## src/rtl/skew_pkg.sv

```systemverilog
package skew_pkg;
    typedef enum logic {SRC_REG = 1'b0, SRC_PIN = 1'b1} step_src_e;

    function automatic logic [63:0] pace_reload(input logic [63:0] interval);
        return (interval == 64'd0) ? 64'd0 : interval - 64'd1;
    endfunction
endpackage

```

## src/rtl/skew_pin_edge.sv

```systemverilog
module skew_pin_edge #(
    parameter int LANES  = 2,
    parameter int STAGES = 2
) (
    input  logic             clk,
    input  logic             rst_n,
    input  logic             clear,
    input  logic [LANES-1:0] pins,
    output logic [LANES-1:0] rise
);
    localparam int DEPTH = STAGES + 1;

    for (genvar g = 0; g < LANES; g++) begin : g_lane
        logic [DEPTH-1:0] sh_d, sh_q;

        always_comb begin
            sh_d = clear ? '0 : {sh_q[DEPTH-2:0], pins[g]};
        end

        always_ff @(posedge clk or negedge rst_n) begin
            if (!rst_n) sh_q <= '0;
            else        sh_q <= sh_d;
        end

        assign rise[g] = sh_q[DEPTH-2] & ~sh_q[DEPTH-1];
    end
endmodule

```

## src/rtl/skew_pacer.sv

```systemverilog
module skew_pacer import skew_pkg::*; #(
    parameter int CNT_W = 24
) (
    input  logic             clk,
    input  logic             rst_n,
    input  logic             clear,
    input  logic             start,
    input  logic             run,
    input  logic [CNT_W-1:0] interval,
    output logic             tick
);
    logic [CNT_W-1:0] cnt_d, cnt_q;
    logic [CNT_W-1:0] reload;

    always_comb begin
        reload = CNT_W'(pace_reload(64'(interval)));
        tick   = run && !start && (cnt_q == '0);
        cnt_d  = cnt_q;
        if (clear)                  cnt_d = '0;
        else if (start || tick)     cnt_d = reload;
        else if (run && cnt_q != 0) cnt_d = cnt_q - 1'b1;
    end

    always_ff @(posedge clk or negedge rst_n) begin
        if (!rst_n) cnt_q <= '0;
        else        cnt_q <= cnt_d;
    end
endmodule

```

## src/rtl/phase_skew_ctrl.sv

```systemverilog
module phase_skew_ctrl import skew_pkg::*; #(
    parameter int                SKEW_W      = 8,
    parameter int                CNT_W       = 24,
    parameter int                SYNC_STAGES = 2,
    parameter logic [SKEW_W-1:0] RESET_VAL   = '0
) (
    input  logic              clk,
    input  logic              rst_n,
    input  logic              soft_rst,
    input  logic              wr_en,
    input  logic [SKEW_W-1:0] wr_data,
    input  logic              pin_mode,
    input  logic              inc_only,
    input  logic              inc_pin,
    input  logic              dec_pin,
    input  logic [CNT_W-1:0]  step_interval,
    output logic [SKEW_W-1:0] rd_data,
    output logic              busy,
    output logic              step_pulse,
    output logic              step_dir
);
    localparam int LANES = 2;

    typedef struct packed {
        logic [SKEW_W-1:0] setting;
        logic [SKEW_W-1:0] held;
        logic              busy;
        step_src_e         src;
        logic              pin_dir;
        logic              step;
        logic              step_dir;
    } ctrl_t;

    localparam ctrl_t CTRL_RST = '{
        setting:  RESET_VAL,
        held:     RESET_VAL,
        busy:     1'b0,
        src:      SRC_REG,
        pin_dir:  1'b0,
        step:     1'b0,
        step_dir: 1'b0
    };

    ctrl_t             c_d, c_q;
    logic [LANES-1:0]  pin_rise;
    logic              inc_rise, dec_rise;
    logic              start, tick;
    logic              wr_ok, pin_req;
    logic [SKEW_W-1:0] held_nx;

    skew_pin_edge #(.LANES(LANES), .STAGES(SYNC_STAGES)) i_pin_edge (
        .clk   (clk),
        .rst_n (rst_n),
        .clear (soft_rst),
        .pins  ({dec_pin, inc_pin}),
        .rise  (pin_rise)
    );

    assign inc_rise = pin_rise[0];
    assign dec_rise = pin_rise[1];

    skew_pacer #(.CNT_W(CNT_W)) i_pacer (
        .clk      (clk),
        .rst_n    (rst_n),
        .clear    (soft_rst),
        .start    (start),
        .run      (c_q.busy),
        .interval (step_interval),
        .tick     (tick)
    );

    always_comb begin
        c_d     = c_q;
        c_d.step = 1'b0;
        start   = 1'b0;
        held_nx = c_q.held;
        wr_ok   = !(inc_only && ($signed(wr_data) < 0 ||
                   (!pin_mode && $signed(wr_data) < $signed(c_q.setting))));
        pin_req = pin_mode && (inc_rise != dec_rise) && !(dec_rise && inc_only);

        if (soft_rst) begin
            c_d = CTRL_RST;
        end else if (!c_q.busy) begin
            if (wr_en && wr_ok) begin
                c_d.setting = wr_data;
                if (pin_mode) begin
                    c_d.held = wr_data;
                end else if (wr_data != c_q.held) begin
                    c_d.busy = 1'b1;
                    c_d.src  = SRC_REG;
                    start    = 1'b1;
                end
            end
            if (pin_req) begin
                c_d.busy    = 1'b1;
                c_d.src     = SRC_PIN;
                c_d.pin_dir = inc_rise;
                start       = 1'b1;
            end
        end else if (tick) begin
            c_d.step = 1'b1;
            if (c_q.src == SRC_PIN) begin
                c_d.step_dir = c_q.pin_dir;
                c_d.busy     = 1'b0;
            end else begin
                if ($signed(c_q.setting) > $signed(c_q.held)) begin
                    c_d.step_dir = 1'b1;
                    held_nx      = c_q.held + 1'b1;
                end else begin
                    c_d.step_dir = 1'b0;
                    held_nx      = c_q.held - 1'b1;
                end
                c_d.held = held_nx;
                c_d.busy = (held_nx != c_q.setting);
            end
        end
    end

    always_ff @(posedge clk or negedge rst_n) begin
        if (!rst_n) c_q <= CTRL_RST;
        else        c_q <= c_d;
    end

    assign rd_data    = c_q.setting;
    assign busy       = c_q.busy;
    assign step_pulse = c_q.step;
    assign step_dir   = c_q.step_dir;
endmodule

```

## config.mk

```make
export PLATFORM = sky130hd
export DESIGN_NAME = phase_skew_ctrl
export DESIGN_NICKNAME = d
export VERILOG_FILES = /design/src/rtl/skew_pkg.sv /design/src/rtl/skew_pin_edge.sv /design/src/rtl/skew_pacer.sv /design/src/rtl/phase_skew_ctrl.sv
export SDC_FILE = /design/constraint.sdc
export NUM_CORES = 1
export LEC_CHECK = 0
export BUFFER_PORTS_ARGS = -buffer_cell sky130_fd_sc_hd__clkbuf_2
export CAP_MARGIN = 20
export CORE_MARGIN = 2
export CORE_UTILIZATION = 50
export CTS_CLUSTER_DIAMETER = 40
export DETAILED_ROUTE_END_ITERATION = 12
export PLACE_DENSITY = 0.77
export SYNTH_ARGS = -nofsm -noshare
export SYNTH_HDL_FRONTEND = slang
export SYNTH_SLANG_ARGS = --single-unit
```

## constraint.sdc

```tcl
create_clock -name clk -period 4 [get_ports clk]
set_input_delay 0.4 -clock clk [delete_from_list [all_inputs] [get_ports clk]]
set_output_delay 0.4 -clock clk [all_outputs]
set_load 0.02 [all_outputs]
```

==> metrics.md <==
| Metric | Value |
|---|---|
| Outcome | `finished, final reports clean` |
| Pwr dens | `383 mW/mm2` |
| Postcts setup bufs | `0` |
| Register area share after synthesis | `a little under a third` |
| Synth Warn # | `0` |
| Netlist cell types | `66` |
| Post-Synthesis Cells | `between 400 and 500` |
| Vias in the first global route | `approximately 3700` |
| Async SR Flop Fraction | `between 90% and 100%` |
| Starting DRT DRC Count | `approximately 200` |
| Relative slew slack | `a little over two fifths` |
| Worst stage delay on the critical path | `about 0.47 ns` |
| FF-to-FF End | `busy$_DFF_PN0_` |
| Startpoint types | `flop` |
| Critical Path Sink Type | `flop` |
| Fillers | `approximately 740` |
| Critical path type | `reg -> reg` |
| Leading area contributor after synthesis | `dfrtp_1` |
| Worst vdd ir | `between 0.15 and 0.2 mV` |
| Critical path peak fanout | `9` |
| First-pass GRT wire length | `17600 um` |
| Critical path depth | `14` |
| Dpl ws | `0.626 ns` |
| WP data required | `around 4.2 ns` |
| Setup ws final | `between 0.5 and 0.6 ns` |
| Post-Route WL | `around 11000 um` |
| Worst-Margin Slew | `0.839 ns` |
| Post-Syn Area | `around 0.0040 mm2` |
| Root Buffer | `clkbuf_8` |
| Core area | `0.00777 mm2` |
| Synthesized flop and latch total | `just over 50` |
| Share of the synthesized area in the top cell type | `31.7%` |
| Max-Cap Viols | `0` |
| Post-DR vias/cell | `approximately 6.1` |
| RSZ-0062 raised after global routing | `no` |
| Hold WC Path Type | `in -> async` |
| GRT overflow | `0` |
| Layout Skew | `~0.012 ns` |
| Pin count of the biggest net entering global routing | `52` |
| Bufs and invs on worst path | `2` |
| Pleak | `about 1.9 nW` |
| Crit share post-route | `approximately 85%` |
| Die H | `around 94 um` |
| Post-CTS Resized | `0` |
| Setup TNS | `0 ns` |
| Ratio of cells with drive above 1 in the final layout | `between 15 and 20%` |
| Detailed Place HPWL | `7950 um` |
| P&R area growth vs syn | `10.4%` |
| Post-synth EDFFs | `0` |
| Antenna Nets Post-Route | `0` |
| Drt first pass iters | `5` |
| Antenna violations before repair | `0` |
| Final max-slew violation count | `0` |
| H-Tree Depth | `2` |
| Die area | `between 0.008 and 0.009 mm2` |
| Post-DR wirelength/cell | `about 17 um` |
| Starting Density | `about half` |
| I/O pins | `51` |
| Worst Reg-to-Reg Cells | `14` |
| Clock transition at path regs | `roughly 0.10 ns` |
| Layout Nets | `576` |
| Clock period minus worst slack | `approximately 3.4 ns` |
| WP data arrival | `around 3.6 ns` |
| DIE WIDTH | `between 90 and 100 um` |
| CTS Hold Bufs | `0` |
| Slowest stage cell, crit path | `dfrtp_1` |
| Count leader, synth | `dfrtp_1` |
| Max Buffers Root-to-Sink | `2` |
| Final Hold Viols | `0` |
| Clk Latency, worst-skew pair | `about 0.31 ns` |
| DRC violation count after routing | `0` |
| R2R Setup Slk | `slightly below 0.6 ns` |
| # diodes | `0` |
| I/O Buffers | `50` |
| Largest cells by area after synthesis | `dfrtp_1 32%, xnor2_1 8.1%, ha_1 7.8%, nor2_1 4.5%, o21ai_0 3.9%` |
| Vias | `around 3700` |
| Clk sink count | `51` |
| GRT Total Usage | `between 20 and 30%` |
| CP cell instances | `inv_1 -> ha_1 -> a21o_1 -> a21oi_1 -> a21oi_1 -> o31ai_1 -> buf_4 -> ha_1 -> xnor2_1 -> a21oi_1 -> nor4_1 -> nand4_1 -> nor3_1 -> a21oi_1` |
| Row Count | `32` |
| Kind of cell adding the most delay to the critical path | `compound AO/OA/AOI/OAI gates` |
| Worst path most repeated cell | `a21oi_1` |
| Synth Flop Type | `dfrtp_1` |
| Beginning of the worst register-to-register path | `c_q[7]$_DFFE_PN0P_` |
| Top post-synthesis cells by count | `51 x dfrtp_1, 48 x nor2_1, 37 x xnor2_1` |
| Max Freq | `roughly 300 MHz` |
| CTS tree | `built` |
| Syn_nets | `about 530` |
| Final core occ | `between 50% and 60%` |
| Routability cong. | `roughly 0.9` |
| Total CTS buffers | `5` |
| # setup viols final | `0` |
| Post-Syn Area per Cell | `8.64 um2` |
final cells by class:
type,instances,area [um2],area share [%]
Sequential cell,51,1280,28.7
Timing Repair Buffer,58,310,6.98
Clock buffer,8,100,2.25
Multi-Input combinational cell,368,2530,57.0
Inverter,26,97.6,2.20
Tap cell,102,128,2.87
cells by family after synthesis:
kind of cell             Yosys count  synth area share, %
flip-flops                        51                 31.7
XOR/XNOR                          45                 9.79
AND/OR/NAND/NOR                  180                 24.4
AO/OA/AOI/OAI                    110                 18.5
buffers and inverters             47                 5.53
adder cells (fa/ha/maj)           26                 8.27
multiplexers                       7                 1.80
layer usage:
| metal | wire [um] | track usage (%) |
|---|---|---|
| met1 | 4450 | 30.0 |
| met2 | 5540 | 46.3 |
| met3 | 509 | 3.85 |
| met4 | 101 | 6.88 |
| met5 | 0 | 0 |
where the power goes:
| part | internal [mW] | switching, mW | leakage, nW | total, mW |
|---|---|---|---|---|
| combinational | 0.302 | 0.418 | 1.18 | 0.720 |
| sequential | 0.570 | 0.0709 | 0.684 | 0.641 |
| clock | 0.159 | 0.181 | 0.0515 | 0.339 |
how the worst max path moves through the flow:
stage | from | to | slack (ns)
floorplan | c_q[7]$_DFFE_PN0P_ | busy$_DFF_PN0_ | 0.43
global placement | c_q[7]$_DFFE_PN0P_ | busy$_DFF_PN0_ | 0.67
detailed placement | c_q[7]$_DFFE_PN0P_ | c_q[11]$_DFFE_PN0P_ | 0.63
CTS | c_q[7]$_DFFE_PN0P_ | c_q[11]$_DFFE_PN0P_ | 0.59
global route | c_q[7]$_DFFE_PN0P_ | c_q[11]$_DFFE_PN0P_ | 0.27
finish | c_q[7]$_DFFE_PN0P_ | busy$_DFF_PN0_ | 0.58
flip-flops by register name, indices dropped and copies added, names as in the netlist:
register	cells
rd_data	8
c_q	10
step_dir	1
i_pacer.cnt_q	24
step_pulse	1
i_pin_edge.g_lane.sh_q	6
busy	1
through the flow:
stage,instances,total power [mW],hold WS [ns],area (um2)
3_5_place_dp,604,1.36,0.456,4340
3_3_place_gp,604,1.34,0.441,4340
6_report,613,1.70,0.204,4440
4_1_cts,612,1.70,0.228,4440
5_1_grt,613,1.81,0.246,4440
2_1_floorplan,466,1.17,0.104,4030
placed cells by master, fill, tap and decap left out, types with 9 or more instances in the layout:
cell type	count
o21ai_0	31
nand2_1	28
a21oi_1	19
xnor2_1	37
dfrtp_1	51
nand3_1	9
nor3_1	19
nor4_1	15
nor2b_1	9
ha_1	25
clkbuf_2	50
inv_1	25
a22o_1	15
nor2_1	48
worst register-to-register path, delay by kind of cell, from the launching register on:
kind | cells | cell delay (ns)
buffers and inverters | 2 | 0.31
XOR/XNOR | 1 | 0.33
AND/OR/NAND/NOR | 3 | 0.68
AO/OA/AOI/OAI | 6 | 0.93
adder cells (fa/ha/maj) | 2 | 0.60
flip-flops | 1 | 0.47
Note: power is estimated with default switching activity, not from simulation.
